==> config.mk <==
export PLATFORM = sky130hd
export DESIGN_NAME = fetch_seq
export DESIGN_NICKNAME = d
export VERILOG_FILES = /design/src/rtl/fetch_pkg.sv /design/src/rtl/fetch_ctrl.sv /design/src/rtl/fetch_bus.sv /design/src/rtl/fetch_regs.sv /design/src/rtl/fetch_seq.sv
export SDC_FILE = /design/constraint.sdc
export NUM_CORES = 1
export LEC_CHECK = 0
export ABC_AREA = 1
export BUFFER_PORTS_ARGS = -buffer_cell sky130_fd_sc_hd__buf_4
export CAP_MARGIN = 20
export CORE_MARGIN = 4
export CORE_UTILIZATION = 52
export DETAILED_ROUTE_END_ITERATION = 6
export PLACE_DENSITY = 0.9
export SYNTH_ARGS = -nofsm -noshare
export SYNTH_HDL_FRONTEND = slang
export SYNTH_HIERARCHICAL = 1
export SYNTH_SLANG_ARGS = --single-unit
export TNS_END_PERCENT = 100
==> constraint.sdc <==
create_clock -name clk -period 2.3 [get_ports clk]
set_clock_uncertainty 0.2 [all_clocks]
set_input_delay 0.115 -clock clk [delete_from_list [all_inputs] [get_ports clk]]
set_output_delay 0.115 -clock clk [all_outputs]
set_load 0.02 [all_outputs]
==> src/rtl/fetch_pkg.sv <==
package fetch_pkg;

  // State numbers are visible on state_out and are kept fixed.
  typedef enum logic [5:0] {
    ST_ADDR   = 6'd18,
    ST_DECODE = 6'd32,
    ST_READ   = 6'd33,
    ST_XFER   = 6'd35
  } fstate_t;

  // Per-state control word from sequencer to datapath.
  typedef struct packed {
    logic gate_pc;
    logic gate_mdr;
    logic ld_pc;
    logic ld_mar;
    logic ld_mdr;
    logic ld_ir;
    logic mio_en;
    logic mio_wr;
  } ctl_t;

  localparam int unsigned NUM_BUS_SRC = 2;
  localparam int unsigned SRC_PC  = 0;
  localparam int unsigned SRC_MDR = 1;

endpackage

==> src/rtl/fetch_ctrl.sv <==
module fetch_ctrl
  import fetch_pkg::*;
(
  input  logic    clk,
  input  logic    rst,
  input  logic    mem_ready,
  output fstate_t state,
  output ctl_t    ctl,
  output logic    decode_valid
);

  fstate_t nxt;

  always_ff @(posedge clk) begin
    if (rst) state <= ST_ADDR;
    else     state <= nxt;
  end

  always_comb begin
    nxt = state;
    ctl = '0;
    unique case (state)
      ST_ADDR: begin
        ctl.gate_pc = 1'b1;
        ctl.ld_mar  = 1'b1;
        ctl.ld_pc   = 1'b1;
        nxt         = ST_READ;
      end
      ST_READ: begin
        ctl.mio_en = 1'b1;
        ctl.mio_wr = 1'b0;
        ctl.ld_mdr = 1'b1;
        if (mem_ready) nxt = ST_XFER;
      end
      ST_XFER: begin
        ctl.gate_mdr = 1'b1;
        ctl.ld_ir    = 1'b1;
        nxt          = ST_DECODE;
      end
      ST_DECODE: nxt = ST_DECODE;
      default:   nxt = ST_ADDR;
    endcase
  end

  assign decode_valid = (state == ST_DECODE);

endmodule

==> src/rtl/fetch_bus.sv <==
module fetch_bus #(
  parameter int unsigned DW   = 16,
  parameter int unsigned NSRC = 2
) (
  input  logic [NSRC-1:0]         gate,
  input  logic [NSRC-1:0][DW-1:0] src,
  output logic [DW-1:0]           bus
);

  logic [NSRC-1:0][DW-1:0] masked;

  // Each driver contributes only while gated, like a tri-state buffer.
  for (genvar i = 0; i < NSRC; i++) begin : g_drv
    assign masked[i] = gate[i] ? src[i] : '0;
  end

  always_comb begin
    bus = '0;
    for (int i = 0; i < NSRC; i++) bus = bus | masked[i];
  end

endmodule

==> src/rtl/fetch_regs.sv <==
module fetch_regs
  import fetch_pkg::*;
#(
  parameter int unsigned          AW       = 16,
  parameter int unsigned          DW       = 16,
  parameter logic [AW-1:0]        RESET_PC = 16'h0200
) (
  input  logic          clk,
  input  logic          rst,
  input  ctl_t          ctl,
  input  logic [DW-1:0] bus,
  input  logic [DW-1:0] mem_rdata,
  output logic [AW-1:0] pc,
  output logic [AW-1:0] mar,
  output logic [DW-1:0] mdr,
  output logic [DW-1:0] ir
);

  localparam logic [AW-1:0] PC_STEP = AW'(1);

  always_ff @(posedge clk) begin
    if (rst) begin
      pc  <= RESET_PC;
      mar <= '0;
      mdr <= '0;
      ir  <= '0;
    end else begin
      if (ctl.ld_pc)  pc  <= pc + PC_STEP;
      if (ctl.ld_mar) mar <= bus[AW-1:0];
      if (ctl.ld_mdr) mdr <= mem_rdata;
      if (ctl.ld_ir)  ir  <= bus;
    end
  end

endmodule

==> src/rtl/fetch_seq.sv <==
module fetch_seq
  import fetch_pkg::*;
#(
  parameter int unsigned   AW       = 16,
  parameter int unsigned   DW       = 16,
  parameter logic [AW-1:0] RESET_PC = 16'h0200
) (
  input  logic          clk,
  input  logic          rst,
  output logic [AW-1:0] mem_addr,
  input  logic [DW-1:0] mem_rdata,
  output logic          mio_en,
  output logic          mio_wr,
  input  logic          mem_ready,
  output logic [AW-1:0] pc_out,
  output logic [DW-1:0] ir_out,
  output logic [5:0]    state_out,
  output logic          decode_valid
);

  fstate_t state;
  ctl_t    ctl;
  logic [DW-1:0] bus;
  logic [AW-1:0] pc, mar;
  logic [DW-1:0] mdr, ir;
  logic [NUM_BUS_SRC-1:0]         gate;
  logic [NUM_BUS_SRC-1:0][DW-1:0] src;

  fetch_ctrl i_ctrl (
    .clk(clk), .rst(rst), .mem_ready(mem_ready),
    .state(state), .ctl(ctl), .decode_valid(decode_valid)
  );

  assign gate[SRC_PC]  = ctl.gate_pc;
  assign gate[SRC_MDR] = ctl.gate_mdr;
  assign src[SRC_PC]   = DW'(pc);
  assign src[SRC_MDR]  = mdr;

  fetch_bus #(.DW(DW), .NSRC(NUM_BUS_SRC)) i_bus (
    .gate(gate), .src(src), .bus(bus)
  );

  fetch_regs #(.AW(AW), .DW(DW), .RESET_PC(RESET_PC)) i_regs (
    .clk(clk), .rst(rst), .ctl(ctl), .bus(bus), .mem_rdata(mem_rdata),
    .pc(pc), .mar(mar), .mdr(mdr), .ir(ir)
  );

  assign mem_addr  = mar;
  assign mio_en    = ctl.mio_en;
  assign mio_wr    = ctl.mio_wr;
  assign pc_out    = pc;
  assign ir_out    = ir;
  assign state_out = state;

endmodule

==> results of run 1 <==
[registers in the layout, summed over array words and instances, names as in the netlist]
register / flops
i_regs/mar: 16
i_regs/ir: 16
i_regs/mdr: 16
i_ctrl/state: 4
i_regs/pc: 16
[worst min-delay path: stages (launching register included)]
cell     delay [ns]
dfxtp_1        0.34
inv_1          0.06
a21oi_1        0.05
[cell usage in the layout (no fill, tap or decap), drive strengths merged, types with 3 or more instances in the layout]
cell         count
nor2           122
clkbuf           9
inv             26
buf             78
dfxtp           68
a21oi           12
conb             3
nor3             3
o21ai           54
nand3           11
dlygate4sd3     18
bufinv           4
clkinv           3
nand2           79
nand4            4
[area by class of cell]
type | count | area, sq um
clock inverters | 7 | 138.9
inverters | 26 | 97.59
clock buffers | 9 | 123.9
multi-input cells | 292 | 1311
repair buffers | 96 | 765.7
fillers | 427 | 1384
well taps | 70 | 87.58
flip-flops and latches | 68 | 1361
[through the flow]
step	setup WS (ns)	total power, W	util (%)
3_3_place_gp	0.4903	0.002726	65.34
5_1_grt	0.1342	0.004322	73.74
2_1_floorplan	0.2431	0.002490	-
3_5_place_dp	0.3811	0.002797	65.34
4_1_cts	0.3331	0.004111	73.74
6_report	0.3114	0.004106	73.74
[layer usage]
metal | vias up | wire, microns | global-route usage [%]
met1 | 1281 | 3528 | 29.71
met5 | - | 0 | 0
met4 | 0 | 150 | 10.85
li1 | 1444 | - | -
met2 | 110 | 3785 | 38.19
met3 | 12 | 387 | 4.455
[worst max-delay path by stage]
stage | endpoint | cells after the start
6_report | i_regs/mar[9]$_SDFFE_PP0P_ | 8
5_1_grt | i_regs/mar[9]$_SDFFE_PP0P_ | 8
4_1_cts | i_regs/mar[9]$_SDFFE_PP0P_ | 8
3_5_place_dp | i_regs/mar[6]$_SDFFE_PP0P_ | 8
3_3_place_gp | i_regs/mar[10]$_SDFFE_PP0P_ | 8
2_1_floorplan | i_regs/ir[4]$_SDFFE_PP0P_ | 11
[logic make-up (layout without fill, tap and decap cells)]
group / after synthesis / in the layout / synth area share, %
AND/OR/NAND/NOR: 220 / 220 / 32.15
adder cells (fa/ha/maj): 1 / 1 / 0.4291
AO/OA/AOI/OAI: 68 / 68 / 11.85
other: 1 / 3 / 0.1286
flip-flops: 68 / 68 / 46.70
buffers and inverters: 49 / 138 / 8.756
[timing repair]
item / 4_1_cts / 5_1_grt
setup endpoints to repair: 0 / 0
hold buffers: 18 / 0
endpoints found under the hold margin: 24 / 0
setup buffers: 0 / 0
[report_power, final]
part,internal [W],total (W),switching (W)
registers,0.00134,0.00147,0.000132
logic,0.000472,0.00136,0.000887
clock network,0.000828,0.00128,0.000451
==> flow_summary.json, run 1 <==
{
  "status": "finished clean",
  "fmax_mhz": 502.9,
  "cts_buffers": 9,
  "hold_viol": 0,
  "grt_pass1_vias": 2774,
  "critPathTopFamily": "buffers and inverters",
  "cellPowerDensity_mw_per_mm2": 1057,
  "r2r-end": "i_regs/mar[9]$_SDFFE_PP0P_",
  "period_minus_slack_ns": 1.989,
  "fin_nets": 513,
  "rsz0062_at_grt": "false",
  "ys_types": 27,
  "vias_per_cell": 5.012,
  "synthFlopType": "dfxtp_1",
  "clockBufferDepth": 2,
  "final_antenna_net_count": 0,
  "wl_per_cell_microns": 13.82,
  "dp_cells": 534,
  "cts_resized": 0,
  "initial_core_util_pct": 55.32,
  "die_h_microns": 82.88,
  "num_io_pins": 76,
  "crit_slowest_cell": "dfxtp_1",
  "cts_root_buf": "clkbuf_8",
  "hp-start": "i_regs/pc[12]$_SDFFE_PP0P_",
  "antenna_found_initial": 0,
  "reg2reg_slack_ns": 0.31,
  "avgSynthCellArea_sq_um": 7.163,
  "hold_ws_ns": 0.2942,
  "ir_worst_vdd_mv": 0.6579,
  "worstHoldEndpoint": "i_regs/pc[12]$_SDFFE_PP0P_",
  "clk_latency_ns": 0.34,
  "drcViolationCount": 0,
  "grt_max_degree": 61,
  "grt_use_total_pct": 23.38,
  "final_area_sq_mm": 0.003886,
  "gp_congestion": 0.8626,
  "synth_most_common_cell": "nor2_1",
  "worst-path-buf-inv": 4,
  "synth_area_leader_cell": "dfxtp_1",
  "period_share_pct": 86.46,
  "drive_above_1_share_pct": 23.09,
  "cts_sinks": 68,
  "drt_iter0_markers": 265,
  "critical_path.most_common_cell": "nor2_1",
  "routed_wl_mm": 7.850,
  "diodes": 0,
  "synth_edf_count": 0,
  "synthArstFlopShare_pct": 0,
  "instances_no_fill": 568,
  "place_area_sq_mm": 0.003443,
  "path_max_fanout": 22,
  "cp.required_ns": 2.33,
  "fin_tns_setup_ns": 0,
  "ys_warn_count": 6,
  "die_area_sq_mm": 0.006868,
  "r2r_cells": 8,
  "worst_setup_path_start_kind": "register",
  "cts_tree": "yes",
  "area_growth_syn_to_layout_pct": 33.30,
  "synth_seq_cells": 68,
  "ys_top_cells_by_area": "dfxtp_1, nor2_1, o21ai_0",
  "crit_chain": "inv_2 -> nor2_1 -> nand2_1 -> inv_1 -> buf_4 -> inv_1 -> nor2_1 -> nor2_1",
  "critPathKind": "reg -> reg",
  "post-synth-top-area-fraction_pct": 46.70,
  "cp-startpoint": "i_ctrl/state[1]$_SDFFE_PP1P_",
  "postSynthCellCount": 407,
  "cts.clk_slew.worst_paths_ns": 0.07,
  "hold-path-cell-count": 2,
  "synth_area_sq_mm": 0.002915,
  "grt_overflow": 0,
  "synth_common_cells": "nor2_1, nand2_1, dfxtp_1",
  "die-width_microns": 82.88,
  "vias": 2847,
  "design.core.area_sq_mm": 0.005270,
  "htree_levels": 3,
  "power.leakage_nw": 1.971,
  "drt-pass1-iter-count": 5,
  "r2r-start": "i_ctrl/state[1]$_SDFFE_PP1P_",
  "cp-end-kind": "register",
  "hold_path.class": "reg -> reg",
  "worstPathArrival_ns": 2.02,
  "port_buffers": 72,
  "setup_viol": 0,
  "max_stage_delay_ns": 0.39,
  "drv_slew": 0,
  "max_cap_viol_count": 0,
  "dpl.hpwl_mm": 5.319,
  "ys_seq_area_share_pct": 46.70,
  "fp-row-count": 26,
  "grt_pass1_wl_mm": 13.32
}
No activity file was read; power rests on OpenSTA's default activity.
==> run 2: changes to the inputs <==
--- a/config.mk
+++ b/config.mk
@@ -11,9 +11,9 @@
 export CORE_MARGIN = 4
 export CORE_UTILIZATION = 52
 export DETAILED_ROUTE_END_ITERATION = 6
+export HOLD_SLACK_MARGIN = 0.12
 export PLACE_DENSITY = 0.9
 export SYNTH_ARGS = -nofsm -noshare
 export SYNTH_HDL_FRONTEND = slang
-export SYNTH_HIERARCHICAL = 1
 export SYNTH_SLANG_ARGS = --single-unit
 export TNS_END_PERCENT = 100
==> run 2 against run 1 <==
Sequential share of layout area grew 3.4 points. Sequential cell count is the same. Critical path type is now reg -> out. Count of clock-buffer cells in the layout increased by 3. Non-clock buffer count is 2 lower. Critical endpoint is now mio_en. Global-route usage fell by 0.93 points.
==> flow_summary.json, run 2 <==
{
  "status": "finished clean",
  "drt-pass1-iter-count": 4,
  "vias": 2580,
  "p_sw_share_pct": 35.67,
  "initial_core_util_pct": 54.19,
  "crit_end": "mio_en",
  "cp-end-kind": "primary output",
  "num_io_pins": 76,
  "power_w": 0.003231,
  "path_depth": 3,
  "synth_compound_area_share_pct": 15.54,
  "synth_seq_cells": 68,
  "gp_congestion": 0.8089,
  "wl_met3_microns": 429,
  "drive_above_1_share_pct": 24.08,
  "fin_nets": 452,
  "final_common_cell": "buf_4",
  "synthArstFlopShare_pct": 0,
  "hold_path.class": "reg -> reg",
  "grt_use_total_pct": 22.45,
  "die-width_microns": 81.19,
  "antenna_found_initial": 0,
  "htree_levels": 3,
  "pwr-share-seq_pct": 45.0,
  "clockBufferDepth": 2,
  "path_max_fanout": 13,
  "yosys.area_share.simple_pct": 22.82,
  "synth_common_cells": "dfxtp_1, nand2_1, nor2_1",
  "cellPowerDensity_mw_per_mm2": 911.1,
  "r2r_cells": 8,
  "area_growth_syn_to_layout_pct": 27.31,
  "cts_sinks": 68,
  "die_area_sq_mm": 0.006591,
  "fmax_mhz": 526.4,
  "design.core.area_sq_mm": 0.005140,
  "cts_buffers": 9,
  "post_cts_buffers": 0,
  "wl_met1_mm": 2.915,
  "worstMarginPinSlew_ns": 0.5088,
  "clk_latency_ns": 0.33,
  "vias_per_cell": 5.099,
  "cts_tree": "yes",
  "comb_power_share_pct": 30.5,
  "synth_edf_count": 0,
  "die_h_microns": 81.19,
  "period_share_pct": 82.60,
  "drcViolationCount": 0,
  "worstPathArrival_ns": 1.58,
  "wl_per_cell_microns": 13.85,
  "ys_seq_area_share_pct": 48.88,
  "setup_viol": 0,
  "r2r-end": "i_regs.pc[14]$_SDFFE_PP0N_",
  "synth_xor_area_share_pct": 0,
  "max_slew_margin_pct": 65.97,
  "fp-row-count": 26,
  "max_cap_viol_count": 0,
  "final_cell_mix": "buf_4, dfxtp_1, nand2_1",
  "diodes": 0,
  "final_antenna_net_count": 0,
  "grt_pass1_vias": 2494,
  "worst-path-buf-inv": 2,
  "reg2reg_slack_ns": 0.43,
  "p_switching_w": 0.001152,
  "fin_tns_setup_ns": 0,
  "critPathKind": "reg -> out",
  "synth.area.mux_share_pct": 0,
  "cts.clk_slew.worst_paths_ns": 0.06,
  "cp.required_ns": 1.99,
  "avgSynthCellArea_sq_um": 7.758,
  "grt_pass1_wl_mm": 11.25,
  "postSynthCellCount": 359,
  "drt_iter0_markers": 188,
  "cp-startpoint": "i_ctrl.state[0]$_SDFFE_PP0P_",
  "synth_area_leader_cell": "dfxtp_1",
  "grt_overflow": 0,
  "worst_setup_path_start_kind": "register",
  "ir_worst_vdd_mv": 0.6187,
  "synth_adder_area_share_pct": 0.4492,
  "p_int_w": 0.002078,
  "rsz0062_at_grt": "false",
  "synthFlopType": "dfxtp_1",
  "ys_top_cells_by_area": "dfxtp_1, nand2_1, nor2_1",
  "synth_area_sq_mm": 0.002785,
  "grt_max_degree": 31,
  "crit_slowest_cell": "nor3_4",
  "pwr-share-clk_pct": 24.5,
  "top_layer": "met4",
  "ys_warn_count": 0,
  "power.leakage_nw": 1.525,
  "drv_slew": 0,
  "dpl.hpwl_mm": 4.718,
  "port_buffers": 72,
  "critPathTopFamily": "simple AND/OR/NAND/NOR gates",
  "ys_types": 27,
  "hold_viol": 0,
  "r2r-start": "i_regs.pc[0]$_SDFFE_PP0N_",
  "synth_top_family_by_area": "simple AND/OR/NAND/NOR gates",
  "wl_met2_mm": 3.531,
  "crit_chain": "inv_2 -> nor3_4 -> buf_4",
  "cts_root_buf": "clkbuf_8",
  "max_stage_delay_ns": 0.47,
  "routed_wl_mm": 7.009,
  "period_minus_slack_ns": 1.900,
  "post-synth-top-area-fraction_pct": 48.88,
  "synth_most_common_cell": "dfxtp_1"
}
[run 2: cell types whose count changed after synthesis, sizes merged, moves of 3 or more]
cell,previous run,this run
nor2,122,58
a21oi,12,30
o21ai,54,37
a31oi,0,15
buf,15,29
nand2,79,69
nand3,11,7
nor3,3,7
clkbuf,8,5
[run 2: cell families (layout without fill, tap and decap cells)]
family          Yosys count  in the layout
compound gates           82             82
fa+ha+maj                 1              1
other cells               1              3
simple gates            146            146
flops                    68             68
buf+inv                  61            136
[run 2: layout make-up]
type / instances / area (sq um)
fillers: 438 / 1594
inverters: 27 / 103.9
clock buffers: 12 / 135.1
clock inverters: 3 / 15.01
multi-input cells: 232 / 1092
well taps: 70 / 87.58
repair buffers: 94 / 750.7
flip-flops and latches: 68 / 1361
[run 2: how the worst min path moves through the flow]
stage / from / endpoint / slack [ns] / depth (start not counted)
final: i_regs.mdr[15]$_SDFFE_PP0P_ / i_regs.ir[15]$_SDFFE_PP0N_ / 0.26 / 2
after CTS: i_regs.mdr[15]$_SDFFE_PP0P_ / i_regs.ir[15]$_SDFFE_PP0N_ / 0.27 / 2
after global placement: mem_ready / i_ctrl.state[1]$_SDFFE_PP1P_ / 0.12 / 3
after detailed placement: mem_ready / i_ctrl.state[1]$_SDFFE_PP1P_ / 0.13 / 3
after global routing: i_regs.mdr[12]$_SDFFE_PP0P_ / i_regs.ir[12]$_SDFFE_PP0N_ / 0.29 / 2
after floorplan: rst / i_regs.pc[8]$_SDFFE_PP0N_ / -0.02 / 1
[run 2: power by group through the flow]
stage	Sequential [W]	Combinational, W	Clock [W]
detailed placement	0.00148	0.000960	0
global route	0.00147	0.00107	0.000850
global placement	0.00147	0.000933	0
finish	0.00145	0.000984	0.000792
floorplan	0.00161	0.000535	0
CTS	0.00146	0.000989	0.000794
[run 2: worst min-delay path, delay by kind of cell, from the launching register on]
family             cells  cell delay [ns]
AOI/OAI and AO/OA      1             0.05
DFF                    1             0.31
and+or+nand+nor        1             0.06
[run 2: metrics by stage]
stage	instance area [sq um]	worst slack, ns	hold WS, ns	std cells	utilization (%)
2_1_floorplan	2793	0.6803	-0.01549	361	-
3_3_place_gp	3216	0.5652	0.1243	473	62.56
3_5_place_dp	3216	0.5021	0.1335	473	62.56
4_1_cts	3546	0.3796	0.2655	506	68.99
5_1_grt	3546	0.1962	0.2913	506	68.99
6_report	3546	0.4002	0.2632	506	68.99
[run 2: per-layer routing]
metal,track usage [%],vias to the layer above
met5,0,-
met4,9.966,0
met3,5.876,14
met2,38.59,77
met1,26.16,1193
li1,-,1296
[run 2: repair_timing]
action | CTS | global route
endpoints found under the hold margin | 40 | 0
hold buffers | 18 | 0
gates resized for setup | 0 | 0
